$ cat config.mk
export PLATFORM = sky130hd
export DESIGN_NAME = tlb_lookup
export DESIGN_NICKNAME = d
export VERILOG_FILES = /design/src/rtl/tlb_pkg.sv /design/src/rtl/tlb_set_store.sv /design/src/rtl/tlb_set_cmp.sv /design/src/rtl/tlb_victim.sv /design/src/rtl/tlb_lookup.sv
export SDC_FILE = /design/constraint.sdc
export NUM_CORES = 1
export LEC_CHECK = 0
export BUFFER_PORTS_ARGS = -buffer_cell sky130_fd_sc_hd__buf_4
export CAP_MARGIN = 20
export CORE_UTILIZATION = 45
export CTS_BUF_LIST = sky130_fd_sc_hd__clkbuf_8
export DETAILED_ROUTE_END_ITERATION = 16
export PLACE_DENSITY = 0.62
export SLEW_MARGIN = 20
export SYNTH_ARGS = -nofsm -noshare
export SYNTH_HDL_FRONTEND = slang
export SYNTH_SLANG_ARGS = --single-unit
$ cat constraint.sdc
create_clock -name clk -period 3.95 [get_ports clk]
set_clock_uncertainty 0.05 [all_clocks]
set_input_delay 0.395 -clock clk [delete_from_list [all_inputs] [get_ports clk]]
set_output_delay 0.395 -clock clk [all_outputs]
set_load 0.05 [all_outputs]
$ cat src/rtl/tlb_pkg.sv
package tlb_pkg;
  // where the way picked for a fill comes from
  typedef enum logic [1:0] {
    VIC_MATCH = 2'd0,
    VIC_FREE  = 2'd1,
    VIC_ROT   = 2'd2
  } vic_src_e;
endpackage

$ cat src/rtl/tlb_set_store.sv
module tlb_set_store #(
  parameter int WAYS  = 4,
  parameter int TAG_W = 6,
  parameter int PPN_W = 6,
  parameter int WAY_W = $clog2(WAYS)
) (
  input  logic                         clk,
  input  logic                         rst_n,
  input  logic                         clr_i,
  input  logic                         wr_en_i,
  input  logic [WAY_W-1:0]             wr_way_i,
  input  logic [TAG_W-1:0]             wr_tag_i,
  input  logic [PPN_W-1:0]             wr_ppn_i,
  input  logic                         adv_i,
  output logic [WAYS-1:0]              valid_o,
  output logic [WAYS-1:0][TAG_W-1:0]   tag_o,
  output logic [WAYS-1:0][PPN_W-1:0]   ppn_o,
  output logic [WAY_W-1:0]             ptr_o
);
  logic [WAYS-1:0]            valid_q, valid_d;
  logic [WAYS-1:0][TAG_W-1:0] tag_q, tag_d;
  logic [WAYS-1:0][PPN_W-1:0] ppn_q, ppn_d;
  logic [WAY_W-1:0]           ptr_q, ptr_d;
  logic                       upd_en;

  assign upd_en = clr_i | wr_en_i;

  always_comb begin
    valid_d = valid_q;
    tag_d   = tag_q;
    ppn_d   = ppn_q;
    ptr_d   = ptr_q;
    if (clr_i) begin
      valid_d = '0;
      ptr_d   = '0;
    end else if (wr_en_i) begin
      valid_d[wr_way_i] = 1'b1;
      tag_d[wr_way_i]   = wr_tag_i;
      ppn_d[wr_way_i]   = wr_ppn_i;
      if (adv_i) begin
        if (ptr_q == WAY_W'(WAYS - 1)) ptr_d = '0;
        else                           ptr_d = ptr_q + 1'b1;
      end
    end
  end

  always_ff @(posedge clk or negedge rst_n) begin
    if (!rst_n) begin
      valid_q <= '0;
      tag_q   <= '0;
      ppn_q   <= '0;
      ptr_q   <= '0;
    end else if (upd_en) begin
      valid_q <= valid_d;
      tag_q   <= tag_d;
      ppn_q   <= ppn_d;
      ptr_q   <= ptr_d;
    end
  end

  assign valid_o = valid_q;
  assign tag_o   = tag_q;
  assign ppn_o   = ppn_q;
  assign ptr_o   = ptr_q;
endmodule

$ cat src/rtl/tlb_set_cmp.sv
module tlb_set_cmp #(
  parameter int WAYS  = 4,
  parameter int TAG_W = 6
) (
  input  logic [WAYS-1:0]            valid_i,
  input  logic [WAYS-1:0][TAG_W-1:0] tag_i,
  input  logic [TAG_W-1:0]           probe_i,
  output logic [WAYS-1:0]            hit_o
);
  for (genvar w = 0; w < WAYS; w++) begin : g_way
    assign hit_o[w] = valid_i[w] && (tag_i[w] == probe_i);
  end
endmodule

$ cat src/rtl/tlb_victim.sv
module tlb_victim
  import tlb_pkg::*;
#(
  parameter int WAYS  = 4,
  parameter int WAY_W = $clog2(WAYS)
) (
  input  logic [WAYS-1:0]  valid_i,
  input  logic [WAYS-1:0]  match_i,
  input  logic [WAY_W-1:0] ptr_i,
  output logic [WAY_W-1:0] way_o,
  output logic             adv_o,
  output vic_src_e         src_o
);
  logic [WAY_W-1:0] match_way;
  logic [WAY_W-1:0] free_way;

  always_comb begin
    match_way = '0;
    free_way  = '0;
    for (int w = WAYS - 1; w >= 0; w--) begin
      if (match_i[w])  match_way = WAY_W'(w);
      if (!valid_i[w]) free_way  = WAY_W'(w);
    end
  end

  always_comb begin
    if (|match_i) begin
      src_o = VIC_MATCH;
      way_o = match_way;
    end else if (!(&valid_i)) begin
      src_o = VIC_FREE;
      way_o = free_way;
    end else begin
      src_o = VIC_ROT;
      way_o = ptr_i;
    end
    adv_o = (src_o == VIC_ROT);
  end
endmodule

$ cat src/rtl/tlb_lookup.sv
module tlb_lookup #(
  parameter int VA_W  = 14,
  parameter int PA_W  = 12,
  parameter int OFF_W = 6,
  parameter int SETS  = 4,
  parameter int WAYS  = 4
) (
  input  logic                    clk,
  input  logic                    rst_n,
  input  logic [VA_W-1:0]         lk_va,
  output logic                    lk_hit,
  output logic [PA_W-1:0]         lk_pa,
  input  logic                    fill_en,
  input  logic [VA_W-OFF_W-1:0]   fill_vpn,
  input  logic [PA_W-OFF_W-1:0]   fill_ppn,
  input  logic                    flush_all
);
  localparam int VPN_W = VA_W - OFF_W;
  localparam int PPN_W = PA_W - OFF_W;
  localparam int IDX_W = $clog2(SETS);
  localparam int TAG_W = VPN_W - IDX_W;
  localparam int WAY_W = $clog2(WAYS);

  logic [SETS-1:0][WAYS-1:0]            set_valid;
  logic [SETS-1:0][WAYS-1:0][TAG_W-1:0] set_tag;
  logic [SETS-1:0][WAYS-1:0][PPN_W-1:0] set_ppn;
  logic [SETS-1:0][WAY_W-1:0]           set_ptr;

  // lookup path
  logic [IDX_W-1:0] lk_idx;
  logic [TAG_W-1:0] lk_tag;
  logic [WAYS-1:0]  way_hit;
  logic [PPN_W-1:0] hit_ppn;

  assign lk_idx = lk_va[OFF_W +: IDX_W];
  assign lk_tag = lk_va[OFF_W + IDX_W +: TAG_W];

  tlb_set_cmp #(.WAYS(WAYS), .TAG_W(TAG_W)) u_lk_cmp (
    .valid_i (set_valid[lk_idx]),
    .tag_i   (set_tag[lk_idx]),
    .probe_i (lk_tag),
    .hit_o   (way_hit)
  );

  always_comb begin
    hit_ppn = '0;
    for (int w = 0; w < WAYS; w++) begin
      hit_ppn = hit_ppn | ({PPN_W{way_hit[w]}} & set_ppn[lk_idx][w]);
    end
  end

  assign lk_hit = |way_hit;
  assign lk_pa  = lk_hit ? {hit_ppn, lk_va[OFF_W-1:0]} : '0;

  // fill path
  logic [IDX_W-1:0] fl_idx;
  logic [TAG_W-1:0] fl_tag;
  logic [WAYS-1:0]  fl_match;
  logic [WAY_W-1:0] vic_way;
  logic             vic_adv;
  tlb_pkg::vic_src_e vic_src;

  assign fl_idx = fill_vpn[IDX_W-1:0];
  assign fl_tag = fill_vpn[VPN_W-1:IDX_W];

  tlb_set_cmp #(.WAYS(WAYS), .TAG_W(TAG_W)) u_fl_cmp (
    .valid_i (set_valid[fl_idx]),
    .tag_i   (set_tag[fl_idx]),
    .probe_i (fl_tag),
    .hit_o   (fl_match)
  );

  tlb_victim #(.WAYS(WAYS), .WAY_W(WAY_W)) u_victim (
    .valid_i (set_valid[fl_idx]),
    .match_i (fl_match),
    .ptr_i   (set_ptr[fl_idx]),
    .way_o   (vic_way),
    .adv_o   (vic_adv),
    .src_o   (vic_src)
  );

  for (genvar s = 0; s < SETS; s++) begin : g_set
    logic set_wr;
    assign set_wr = fill_en && (fl_idx == IDX_W'(s));
    tlb_set_store #(
      .WAYS(WAYS), .TAG_W(TAG_W), .PPN_W(PPN_W), .WAY_W(WAY_W)
    ) u_store (
      .clk      (clk),
      .rst_n    (rst_n),
      .clr_i    (flush_all),
      .wr_en_i  (set_wr),
      .wr_way_i (vic_way),
      .wr_tag_i (fl_tag),
      .wr_ppn_i (fill_ppn),
      .adv_i    (vic_adv),
      .valid_o  (set_valid[s]),
      .tag_o    (set_tag[s]),
      .ppn_o    (set_ppn[s]),
      .ptr_o    (set_ptr[s])
    );
  end
endmodule

## Word level (Yosys, flattened, before mapping)

Index checks and enable logic that the tools add are counted.

- Latch bits: 0
- Word-level logic and storage cells: 175
- Memory bits (writable): 0
- ROM bits: 0
- Register bits after elaboration: 216
- Memories: 0
- Output and inout port bits: 13

- Shifts and indexed selects: 0
- Eq/ne operators: 16
- Add/subtract/negate cells: 4
- Multiply operators: 0
- Mux-type cells: 61
- Divide/modulo/power cells: 0
- Reduce and logical (&&, ||, !) cells: 34
- $lt $le $gt $ge: 4
- Bitwise gates (word level): 16

Operator list:

| cell | count |
|---|---|
| $bwmux W24 | 8 |
| $bmux W24 S2 | 3 |
| $mux W24 | 3 |
| $mux W2 | 29 |
| $eq A6 B6 Y1 | 8 |
| $mux W4 | 10 |
| $and A6 B6 Y6 | 4 |
| $reduce_and A3 Y1 | 8 |
| $or A6 B6 Y6 | 3 |
| $bmux W4 S2 | 2 |
| $or A4 B4 Y4 | 4 |
| $eq A2 B2 Y1 const B | 7 |
| $logic_and A1 B1 Y1 | 13 |
| $demux W6 S2 | 1 |
| $mux W12 | 1 |
| $reduce_bool A2 Y1 | 5 |
| $lt A2 B3 Y1 const B | 3 |
| $add A2 B1 Y2 const B | 4 |
| $reduce_and A2 Y1 | 4 |
| $reduce_or A4 Y1 | 2 |
| $mux W6 | 1 |
| $bmux W2 S2 | 1 |
| $or A1 B1 Y1 | 4 |
| $reduce_and A4 Y1 | 1 |
| 6 further kinds | 6 |

## Longest topological paths before layout

- Depth after elaboration: 16
- Depth in mapped cells: 13
- Depth with buffers taken out: 7

## Hierarchy

From an unflattened synthesis, not the netlist that was laid out.

- Cell total of the unflattened synthesis: 763
- Area, all modules: 11394.7 µm²

By module, submodules not included:

| module | instances | cells an instance | area each (µm²) |
|---|---|---|---|
| tlb_set_store (g_set[0].u_store ...) | 3 | 130 | 2089.5 |
| tlb_lookup | 1 | 161 | 2229.6 |
| tlb_set_store (g_set[3].u_store) | 1 | 130 | 2214.6 |
| tlb_set_cmp | 2 | 34 | 295.3 |
| tlb_victim | 1 | 14 | 91.3 |

## Least setup slack after synthesis

OpenSTA, ideal clock, no wires.

- Kind: in2out
- From: in lk_va[6]
- To: out lk_pa[0]
- Stages on the path: 8
- Slack: -66 ps
- Arrival: 3571 ps
- Path buffers: 3
- Path through: buf_2 buf_2 buf_2 mux4_2 xor2_1 nor4_1 nor3_1 nor2b_1

- Word-level cells in the longest chain between the ends: 6
- Elaborated cells on any way between the ends: 14
- Classes of those cells: eq/ne: 4; mux: 5; reduce/logical: 5

RTL lines:

| item | RTL line | RTL |
|---|---|---|
| start: declaration | tlb_lookup.sv:10 | `input logic [VA_W-1:0] lk_va,` |
| $bmux W24 S2 | tlb_lookup.sv:40 | `.tag_i (set_tag[lk_idx]),` |
| $mux W24 (not written as such) | tlb_lookup.sv:40 |  |
| $eq A6 B6 Y1 | tlb_set_cmp.sv:11 | `assign hit_o[w] = valid_i[w] && (tag_i[w] == probe_i);` |
| $logic_and A1 B1 Y1 | tlb_set_cmp.sv:11 |  |
| $reduce_or A4 Y1 * | tlb_lookup.sv:52 | `assign lk_hit = \|way_hit;` |
| $mux W12 * | tlb_lookup.sv:53 | `assign lk_pa = lk_hit ? {hit_ppn, lk_va[OFF_W-1:0]} : '0;` |
| end: declaration | tlb_lookup.sv:12 | `output logic [PA_W-1:0] lk_pa,` |

Mark *: on every way between the ends. The rest lies on a longest branch, timed or not. The select of a mux whose other input is x is not followed.

## Worst setup path after layout

- From: in lk_va[6]
- To: out lk_pa[10]

- Word-level cells in the longest chain between the ends: 9
- Elaborated cells on any way between the ends: 23
- Classes of those cells: eq/ne: 4; mux: 7; bitwise: 7; reduce/logical: 5

RTL lines:

| item | RTL line | RTL |
|---|---|---|
| $bmux W24 S2 | tlb_lookup.sv:40 |  |
| $mux W24 (not written as such) | tlb_lookup.sv:40 |  |
| $eq A6 B6 Y1 | tlb_set_cmp.sv:11 |  |
| $logic_and A1 B1 Y1 | tlb_set_cmp.sv:11 |  |
| $and A6 B6 Y6 | tlb_lookup.sv:48 | `hit_ppn = hit_ppn \| ({PPN_W{way_hit[w]}} & set_ppn[lk_idx][w]);` |
| $or A6 B6 Y6 (3 in series) | tlb_lookup.sv:48 |  |
| $mux W12 * | tlb_lookup.sv:53 |  |

Marks and branches as above.

==> out/qor.yml <==
pwr:
  intPower_uw: 3910
  p_seq_frac: 0.488
  pwr-share-comb: 0.142
  p_sw_uw: 1400
  p_sw_frac: 0.263
  ir_worst_vdd_mv: 0.240
  pwr-share-clk: 0.370
  power.density_nw_per_um2: 414
  cellLeakagePower_uw: 0.00564
worst_setup_path:
  cp_slowest_cell: "mux4_2"
  reg2reg_from: "g_set[3].u_store.tag_o[9]$_DFFE_PN0P_"
  start_kind: "input port"
  worst-r2r-setup-slack_ns: 0.75
  r2r_end: "g_set[2].u_store.tag_o[21]$_DFFE_PN0P_"
  cp_max_fo: 21
  worstPathCellList: "buf_4 -> buf_4 -> mux4_2 -> xnor2_1 -> nand4_1 -> nor4_1 -> buf_4 -> a22oi_1 -> o221ai_1 -> buf_4"
  cp.required_ns: 3.50
  endpoint: "lk_pa[10]"
  r2r_cells: 6
  cp-end-kind: "primary output"
  critPathKind: "in -> out"
  cp.arrival_ns: 3.24
  cpMostUsedCell: "buf_4"
  critPathLaunch: "lk_va[6]"
  max_stage_delay_ns: 0.57
timing:
  slew_violations: 0
  period_share: 0.934
  worst_slack_ns: 0.262
  setup_viol: 0
  finalSetupTns_ns: 0
  maxSlewHeadroom: 0.370
  hold_viol_final: 0
  tightestPinTransition_ns: 0.945
  timing.fmax_mhz: 271
  finalCriticalPeriod_ns: 3.69
  rsz0062_at_grt: "no"
clocking:
  cts_setup_buffers: 0
  cts_made_buffers: 38
  clk_latency_ns: 0.53
  cts_tree: "done"
  clockBufferDepth: 3
  cts.sinks: 216
  clk_pin_slew_ns: 0.06
  clockRootBuffer: "clkbuf_8"
  htreeDepth: 2
synth:
  synth_ff_type: "dfrtp_1"
  ys_ff_latch: 216
  ys_types: 52
  syn_area_sq_um: 11300
  syn-instance-count: 833
  syn_area_per_cell_sq_um: 13.6
  synth_top_area_cell: "dfrtp_1"
  synthTopCellsByArea: "dfrtp_1, mux4_2, mux2_1"
  yosysSeqAreaShare: 0.477
  synth_edf_count: 0
  yosys.area.top_type_share: 0.477
  ys_warn_count: 0
  synth_nets: 867
  async_flop_share: 1.00
die:
  io_pins: 45
  row_count: 57
  dieWidth_microns: 161
  die_h_microns: 161
  core_area_sq_um: 24500
  die_area_sq_um: 25800
  start_util: 0.462
global_routing:
  grt_pass1_wl_microns: 46100
  antenna_found_initial: 0
  overflow: 0
  gr-usage-all-layers: 0.233
  grt_max_degree: 96
  grt_pass1_vias: 7884
finish:
  layout-drive-gt1-share: 0.295
  synthToLayoutAreaGrowth_pct: 13.1
  nFillCells: 2067
  antenna-diode-count: 0
  nets: 914
hold_path:
  worstHoldPathType: "in -> reg"
  hold_path_startpoint: "flush_all"
drt:
  viasPerCell: 6.02
  drtIter0Drc: 569
  wl_per_cell_microns: 23.3
  dr_total_vias: 7386
  dr.pass1.iters: 7
  drtAntennaViolNets: 0
  drt-total-wl_microns: 28600
  drcViolationCount: 0
flow_run:
  drv_cap: 0
placement:
  place_hpwl_microns: 19000
  routabilityCongestion: 0.829
  place_ws_ns: 0.142
  io_buffers: 44
outcome:
  status: "complete, no violations"
## how the worst min path moves through the flow
stage | slack (ns) | cells past startpoint | to
finish | 0.16 | 2 | g_set[3].u_store.ptr_o[0]$_DFFE_PN0P_
CTS | 0.14 | 3 | g_set[0].u_store.ppn_o[17]$_DFFE_PN0P_
global route | 0.15 | 3 | g_set[0].u_store.ppn_o[17]$_DFFE_PN0P_
global placement | 0.41 | 1 | g_set[0].u_store.ppn_o[11]$_DFFE_PN0P_
detailed placement | 0.42 | 1 | g_set[0].u_store.ppn_o[10]$_DFFE_PN0P_
floorplan | 0.05 | 0 | g_set[0].u_store.ppn_o[0]$_DFFE_PN0P_
## registers in the layout, indices dropped and copies added (netlist names)
register               flops
g_set.u_store.ppn_o       96
g_set.u_store.tag_o       96
g_set.u_store.valid_o     16
g_set.u_store.ptr_o        8
## critical path: cells and delay by family
family                 cells  cell delay [ns]
AND/OR/NAND/NOR            2             0.47
multiplexers               1             0.57
AO/OA/AOI/OAI              2             0.24
XOR/XNOR                   1             0.24
buffers and inverters      4             1.30
## what timing repair did
action	CTS	global route
hold buffers	1	0
endpoints found under the hold margin	93	0
resized for setup	0	1
endpoints found under the setup margin	0	5
## Yosys cell counts, types with 6 or more instances
master / number
mux2_1: 108
mux2i_1: 11
nand4_1: 7
inv_1: 28
buf_4: 10
mux2_2: 39
nor3_1: 6
nand2_1: 72
xnor2_1: 30
buf_2: 27
dfrtp_1: 216
o2bb2ai_1: 49
o21ai_0: 14
nor2b_1: 9
o221ai_1: 6
clkbuf_1: 30
a22oi_1: 6
xor2_1: 18
mux4_2: 78
## stage by stage
stage	hold WS [ns]	util	cell area (sq um)	std cells	total power (uW)
finish	0.163	0.522	12800	1227	5300
CTS	0.138	0.522	12800	1227	5360
detailed placement	0.422	0.492	12100	1163	3380
floorplan	0.0494	-	11300	833	3120
global route	0.154	0.522	12800	1227	5560
global placement	0.414	0.492	12100	1163	3340
## cell usage in the layout, fill, tap and decap left out, types with 7 or more instances in the layout
master / count
o21ai_0: 14
buf_4: 69
clkbuf_8: 47
mux4_2: 78
dfrtp_1: 216
mux2_1: 108
nand4_1: 7
inv_1: 41
xnor2_1: 30
nor2b_1: 9
mux2i_1: 11
buf_12: 7
o2bb2ai_1: 49
mux2_2: 39
nand2_1: 72
xor2_1: 18
## layer usage
metal | wire [microns] | GRT usage
met4 | 658 | 0.0723
met1 | 12600 | 0.322
met5 | 0 | 0
met3 | 1460 | 0.0364
met2 | 13900 | 0.378
## area by class of cell
type / instances / area, sq um / share of cell area
Inverter: 30 / 113 / 0.00879
Sequential cell: 216 / 5410 / 0.422
Clock buffer: 46 / 633 / 0.0494
Clock inverter: 17 / 88.8 / 0.00693
Multi-Input combinational cell: 516 / 5480 / 0.428
Tap cell: 324 / 405 / 0.0316
Timing Repair Buffer: 78 / 682 / 0.0532
## power groups by stage
stage          Combinational, uW  Sequential, uW  Clock (uW)
2_1_floorplan                547            2570           0
3_3_place_gp                 736            2600           0
3_5_place_dp                 758            2620           0
4_1_cts                      762            2590        2010
5_1_grt                      821            2620        2120
6_report                     753            2590        1960
## logic make-up after synthesis
group,Yosys count,share of synthesized area
xor+xnor,48,0.0371
buf+inv,101,0.0404
simple gates,120,0.0531
mux,236,0.311
fa+ha+maj,2,0.00221
flops,216,0.477
compound gates,110,0.0790
No activity file was read; power rests on OpenSTA's default activity.
